### src/rtl/buck_cycle_gate.sv
module buck_cycle_gate #(
  parameter int PERIOD_TICKS   = 100,
  parameter int BOOT_OFF_TICKS = 24,
  parameter int PFM_DUTY_LIM   = 10,
  parameter int SKIP_CYCLES    = 4,
  parameter int BOOT_EVERY     = 8,
  parameter int DEAD_W         = 4
) (
  input  logic                                clk,
  input  logic                                rst_n,
  input  logic                                enable,
  input  logic [$clog2(PERIOD_TICKS+1)-1:0]   duty_req,
  input  logic                                oc_flag,
  input  logic                                fb_low,
  input  logic                                ov_flag,
  input  logic                                pfm_below,
  input  logic [DEAD_W-1:0]                   dead_ticks,
  output logic                                hs_on,
  output logic                                ls_on,
  output logic                                sw_hiz,
  output logic                                pfm_mode,
  output logic                                period_start
);

  localparam int TW = $clog2(PERIOD_TICKS);
  localparam int DW = $clog2(PERIOD_TICKS + 1);
  localparam int SW = DW + 1;
  localparam int CW = $clog2(BOOT_EVERY);
  localparam int KW = $clog2(SKIP_CYCLES + 1);
  localparam logic [TW-1:0] LAST     = TW'(PERIOD_TICKS - 1);
  localparam logic [CW-1:0] LASTC    = CW'(BOOT_EVERY - 1);
  localparam logic [DW-1:0] DMAX     = DW'(PERIOD_TICKS * 97 / 100);
  localparam logic [DW-1:0] BOOT_MAX = DW'(PERIOD_TICKS - BOOT_OFF_TICKS);
  localparam logic [DW-1:0] PFM_LIM  = DW'(PFM_DUTY_LIM);
  localparam logic [KW-1:0] SKIP_N   = KW'(SKIP_CYCLES);

  logic [TW-1:0] tick;
  logic [CW-1:0] cyc;
  logic [KW-1:0] skip_left;
  logic [DW-1:0] on_len, cut_at;
  logic          run, ov_cyc, hs_cut;

  logic [CW-1:0] cyc_nx;
  logic [DW-1:0] duty_cl, on_nx, hs_end, tick_d;
  logic [SW-1:0] ls_lo, ls_hi, tick_s;
  logic          pfm_nx, hs_raw, ls_raw;

  assign cyc_nx  = (cyc == LASTC) ? '0 : cyc + CW'(1);
  assign duty_cl = (duty_req > DMAX) ? DMAX : duty_req;
  assign on_nx   = (cyc_nx == LASTC && duty_cl > BOOT_MAX) ? BOOT_MAX : duty_cl;
  assign pfm_nx  = duty_req < PFM_LIM;

  assign tick_d  = DW'(tick);
  assign tick_s  = SW'(tick);
  assign hs_end  = hs_cut ? cut_at : on_len;
  assign ls_lo   = SW'(hs_end) + SW'(dead_ticks);
  assign ls_hi   = SW'(PERIOD_TICKS) - SW'(dead_ticks);

  assign hs_raw  = run && !ov_cyc && !hs_cut && (tick_d < on_len);
  assign ls_raw  = run && !ov_cyc && (tick_s >= ls_lo) && (tick_s < ls_hi);

  assign hs_on        = enable && hs_raw;
  assign ls_on        = enable && ls_raw;
  assign sw_hiz       = !enable || ov_cyc;
  assign period_start = enable && (tick == '0);

  always_ff @(posedge clk) begin
    if (!rst_n || !enable) begin
      tick      <= LAST;
      cyc       <= LASTC;
      skip_left <= '0;
      on_len    <= '0;
      cut_at    <= '0;
      run       <= 1'b0;
      ov_cyc    <= 1'b0;
      hs_cut    <= 1'b0;
      pfm_mode  <= 1'b0;
    end else if (tick == LAST) begin
      tick     <= '0;
      cyc      <= cyc_nx;
      ov_cyc   <= ov_flag;
      on_len   <= on_nx;
      pfm_mode <= pfm_nx;
      hs_cut   <= 1'b0;
      if (skip_left != '0) begin
        skip_left <= skip_left - KW'(1);
        run       <= 1'b0;
      end else begin
        run <= !pfm_nx || pfm_below;
      end
    end else begin
      tick <= tick + TW'(1);
      if (hs_raw && oc_flag) begin
        hs_cut <= 1'b1;
        cut_at <= tick_d + DW'(1);
        if (fb_low) skip_left <= SKIP_N;
      end
    end
  end

  // the two switches never conduct together
  assert_no_overlap_R7: assert property (@(posedge clk) disable iff (!rst_n)
    !(hs_on && ls_on));

  // with a non-zero dead time the low side stays off on the tick the high side falls
  assert_dead_gap_R7: assert property (@(posedge clk) disable iff (!rst_n)
    ($fell(hs_on) && dead_ticks != '0) |-> !ls_on);

  // high side never on at or beyond the duty clamp
  assert_duty_clamp_R1: assert property (@(posedge clk) disable iff (!rst_n)
    hs_on |-> (tick_d < DMAX));

  // bootstrap period keeps its forced off-time
  assert_boot_off_R2: assert property (@(posedge clk) disable iff (!rst_n)
    (hs_on && cyc == LASTC) |-> (tick_d < BOOT_MAX));

  // current limit ends the on-phase on the next tick
  assert_oc_cut_R3: assert property (@(posedge clk) disable iff (!rst_n)
    (hs_on && oc_flag && tick != LAST) |=> !hs_on);

  // a period that opens with over-voltage is tri-stated
  assert_ov_hiz_R5: assert property (@(posedge clk) disable iff (!rst_n)
    (enable && $past(enable) && $past(rst_n) && tick == '0 && $past(ov_flag)) |-> (sw_hiz && !hs_on));

  // light-load period without a below-threshold request carries no pulse
  assert_pfm_idle_R6: assert property (@(posedge clk) disable iff (!rst_n)
    (enable && $past(enable) && $past(rst_n) && tick == '0 && pfm_mode && !$past(pfm_below)) |-> (!hs_on && !ls_on));

endmodule

### config.mk
export PLATFORM = sky130hd
export DESIGN_NAME = buck_cycle_gate
export DESIGN_NICKNAME = d
export VERILOG_FILES = /design/src/rtl/buck_cycle_gate.sv
export SDC_FILE = /design/constraint.sdc
export NUM_CORES = 1
export LEC_CHECK = 0
export ABC_AREA = 1
export CORE_MARGIN = 8
export CORE_UTILIZATION = 40
export CTS_BUF_LIST = sky130_fd_sc_hd__clkbuf_4 sky130_fd_sc_hd__clkbuf_8
export DETAILED_ROUTE_END_ITERATION = 8
export DONT_BUFFER_PORTS = 1
export PLACE_DENSITY = 0.51
export SLEW_MARGIN = 0
export SYNTH_ARGS = -nofsm -noshare
export SYNTH_HDL_FRONTEND = slang
export SYNTH_SLANG_ARGS = --single-unit
### constraint.sdc
create_clock -name clk -period 4.5 [get_ports clk]
set_clock_uncertainty 0.15 [all_clocks]
set_input_delay 0.45 -clock clk [delete_from_list [all_inputs] [get_ports clk]]
set_output_delay 0.45 -clock clk [all_outputs]
set_load 0.01 [all_outputs]
# Word-level counts from Yosys, hierarchy flattened
# Cells that the tools add are included.
# op_classes
n_lt_le_gt_ge	6
bitwise_logic	1
n_shift	0
multipliers	0
n_eq_ne	4
div_mod_pow	0
muxes	10
n_addsub	5
n_reduce_logical	25
# ops
operator	count
2-to-1 mux 7 bit	4
2-to-1 mux 3 bit	5
greater-than comparator 7 bit (second input constant)	2
logical AND 1 bit	10
adder 7 x 4 -> 8 bit	1
>= comparator 7 x 8 -> 1 bit	1
less-than comparator 7 x 8 -> 1 bit	1
subtractor 7 x 4 -> 8 bit (first input constant)	1
adder 7 x 1 -> 7 bit (second input constant)	1
== test 7 bit (second input constant)	1
logical NOT 7 bit	1
less-than comparator 7 x 4 -> 1 bit (second input constant)	1
less-than comparator 7 bit	1
== test 3 bit (second input constant)	2
logical NOT 1 bit	5
nonzero test 2 bit	2
adder 3 x 1 -> 3 bit (second input constant)	1
logical OR 1 bit	3
AND reduction 3 bit	1
nonzero test 3 bit	1
subtractor 3 x 1 -> 3 bit (second input constant)	1
!= test 2 x 1 -> 1 bit (second input constant)	1
AND reduction 2 bit	1
OR reduction 2 bit	1
other kinds (2)	2
# word_totals
register_bits	31
romBits	0
memories	0
latch_bits	0
ramBits	0
input_bits	18
output_inout_bits	5
elab_cells	61

# Logic depth before layout (Yosys ltp)
# logic_depth
ltp_word	7
depth_mapped	17
mapped_depth_nobuf	16

# Worst setup path before layout
# OpenSTA, ideal clock, no wires.
# synth_timing
path_kind	flip-flop to output port
from	register hs_cut
to	output ls_on
path_buffers	1
path_slack_ns	1.445
arrival_time_ns	2.455
stages_incl_launch_ff	15
t_required_ns	3.900
cell_sequence	dfxtp_1 > clkbuf_1 > o21ai_0 > ha_1 > fa_1 > a21oi_1 > o21ai_0 > xor2_1 > ha_1 > nand2_1 > inv_1 > nand2_1 > nand3_1 > nand2_1 > a21oi_1
# synth_between
elab_chain_cells	6
# synth_rtl
item	line_no	rtl
from (decl)	41	logic run, ov_cyc, hs_cut;
from (signal assigned)	76	hs_cut <= 1'b0;
from (signal assigned)	84	hs_cut <= 1'b0;
from (signal assigned)	94	hs_cut <= 1'b1;
2-to-1 mux 7 bit	55	assign hs_end = hs_cut ? cut_at : on_len;
adder 7 x 4 -> 8 bit	56	assign ls_lo = SW'(hs_end) + SW'(dead_ticks);
>= comparator 7 x 8 -> 1 bit	60	assign ls_raw = run && !ov_cyc && (tick_s >= ls_lo) && (tick_s < ls_hi);
logical AND 1 bit (2 in series)	60	
logical AND 1 bit	63	assign ls_on = enable && ls_raw;
to (decl)	19	output logic ls_on,
# No other way between the ends.

# Worst setup path in the final report
# Ends and elaborated chain as after synthesis.

==> summary.txt <==
Status
  • Outcome: completed

Setup path
  • CP Buf/Inv Count: 1
  • Setup crit start: hs_cut
  • Reg2Reg Depth: 9
  • R2R Path End: cut_at[5]
  • CP Capture Point: ls_on
  • CP Depth: 13
  • Startpoint types: register
  • Crit path max-delay family: adder cells
  • Crit-path max FO: 16
  • Worst Path Class, Setup: register to output port
  • CP max stage cell: dfxtp_1
  • Cell Chain, Critical Path: o21ai_0, ha_1, fa_1, a21oi_1, o21ai_0, xor2_1, ha_1, nand2_1, inv_1, nand2_1, nand3_1, nand2_1, a21oi_1
  • Most used cell, CP: nand2_1
  • R2r startpoint: tick[4]
  • R2R Setup Slk: 1.99 ns
  • CP Capture Type: output port
  • Arrival @ worst endpoint: 2.88 ns
  • Worst path max stage delay: 0.57 ns
  • Req. time, crit path: 3.90 ns

Cells and area
  • # nets final: 366
  • Number of diodes: 0
  • Post-route cell area: 2325 µm²
  • Area growth, synth to finish: 6.720%
  • Utilization after layout: 43.28%
  • Fill cell count: 566
  • Share of layout cells above drive strength 1: 5.975%

Floorplanning
  • FP Rows: 27
  • Die H: 89.80 µm
  • Core area: 5371 µm²
  • Die width: 89.80 µm
  • Initial Util: 40.55%
  • I/O pins: 23
  • Die footprint: 8063 µm²

Route
  • Routed Wire Length: 5.107 mm
  • Iter 0 DRT Violations: 103
  • Final ANT Viol Nets: 0
  • Drt wl/cell: 13.09 µm
  • Vias: 1,895
  • DR vias/cell: 4.859
  • Initial DRT Pass Iterations: 4
  • # DRC: 0

Synthesis
  • Netlist cell types: 29
  • Post-synth EDFFs: 0
  • Avg Inst Size Synth: 6.937 µm²
  • Syn Inst Count: 314
  • Synth warn: 0
  • Sequential share of the synthesized area: 28.49%
  • Top_reg_cell synth: dfxtp_1
  • Mapped Nets: 363
  • Mapped Area: 2178 µm²
  • Synthesis-stage register bit count: 31
  • Ys async rst share: 0%

CTS
  • Max Buffers Root-to-Sink: 2
  • CTS buffer count: 5
  • Sink Count: 31
  • CTS tree: yes
  • H-tree depth: 2
  • Post-CTS Setup Bufs: 0
  • Clk_lat worst skew: 0.28 ns
  • Cts hold-fix bufs: 0
  • Resize count post-CTS: 0
  • Reg clk slew, reported paths: 0.07 ns
  • Root Buffer: clkbuf_8

STA
  • Min Tclk post-route: 3.480 ns
  • Worst hold slack: 0.1387 ns
  • Worst slew pin tran: 0.5379 ns
  • Unrepaired setup endpoints after global routing: no
  • Setup TNS: 0 ns
  • Max Slew Vio Count: 0
  • Endpoints failing hold: 0
  • Worst slew margin: 64.10%
  • Final Setup Violations: 0
  • Fin crit share: 77.34%
  • Max Clk Rate: 0.2873 GHz

Global route
  • Total gr overflow: 0
  • GR Util All Layers: 13.03%
  • Largest net degree at the start of global routing: 17
  • Initial antenna violation count: 0
  • First-pass GRT wire length: 8.700 mm
  • Vias in the first global route: 1,855

Placement
  • Total placed instance area: 2241 µm²
  • IO Port Bufs: 0
  • Final Wtd Congestion: 0.8121
  • Detailed Place HPWL: 4.004 mm

Power and ir drop
  • Pwr dens: 274.6 nW/µm²
  • Pwr Total: 0.6383 mW
  • Leakage power: 1.088 nW
  • Peak supply drop: 154.8 µV

Run
  • MaxCap Viol Count: 0

Hold path
  • Worst hold path class: input pin to register
[cells by family (layout without fill, tap and decap cells)]
family	after synthesis	in the layout	synth area share [%]
AND/OR/NAND/NOR	127	127	24.64
adder cells (fa/ha/maj)	31	31	18.15
flip-flops	31	31	28.49
AO/OA/AOI/OAI	55	55	14.01
buffers and inverters	61	65	11.09
XOR/XNOR	9	9	3.619
[through the flow]
step | worst slack (ns) | instances
after floorplan | 1.445 | 314
after global placement | 1.362 | 382
after detailed placement | 1.306 | 382
after CTS | 0.9916 | 390
after global routing | 0.7139 | 390
final | 1.020 | 390
[cell type report]
cell class	instances	area (µm²)	area share, %
inverters	57	214.0	9.203
multi-input cells	222	1316	56.62
clock buffers	5	68.82	2.960
flip-flops and latches	31	620.6	26.70
well taps	72	90.09	3.875
clock inverters	3	15.01	0.6459
[registers in the layout, summed over array words and instances (netlist names)]
register   count
run            1
tick           7
hs_cut         1
cut_at         7
pfm_mode       1
cyc            3
ov_cyc         1
on_len         7
skip_left      3
[where the power goes]
group | total [mW] | switching, mW | leakage [nW] | internal, mW
Combinational | 0.128 | 0.0802 | 0.789 | 0.0477
Sequential | 0.297 | 0.0116 | 0.252 | 0.286
Clock | 0.213 | 0.107 | 0.0477 | 0.106
Total | 0.638 | 0.199 | 1.09 | 0.439
[Yosys cell counts, types with 4 or more instances]
cell type / n / area, µm²
inv_2: 4 / 15.01
inv_1: 53 / 198.9
ha_1: 30 / 375.4
nor2_1: 25 / 93.84
a21oi_1: 21 / 105.1
dfxtp_1: 31 / 620.6
nand2_1: 73 / 274.0
nand3_1: 20 / 100.1
o21ai_0: 17 / 85.08
xor2_1: 7 / 61.31
o21ai_1: 7 / 35.03
[metal layers]
| metal | track usage [%] | share of wire [%] |
|---|---|---|
| met1 | 16.07 | 50 |
| met2 | 21.53 | 45 |
| met3 | 3.491 | 4.7 |
| met4 | 3.808 | 0.57 |
| met5 | 0 | 0 |
[worst min-delay path by stage]
stage	from	to	slack, ns	cells past startpoint
after global routing	ov_flag	ov_cyc	0.15	2
after global placement	on_len[1]	on_len[1]	0.31	2
after floorplan	on_len[1]	on_len[1]	0.28	2
final	ov_flag	ov_cyc	0.14	2
after CTS	ov_flag	ov_cyc	0.13	2
after detailed placement	cut_at[5]	cut_at[5]	0.31	2
[cells in the final DEF (no fill, tap or decap), types with 3 or more instances in the layout]
master    count
a21oi_1      21
a31oi_1       3
clkbuf_8      5
clkinv_2      3
dfxtp_1      31
ha_1         30
inv_1        53
inv_2         4
nand2_1      73
nand3_1      20
nor2_1       25
nor2_2        3
o21ai_0      17
o21ai_1       7
xor2_1        7
(Power assumes the default switching activity.)
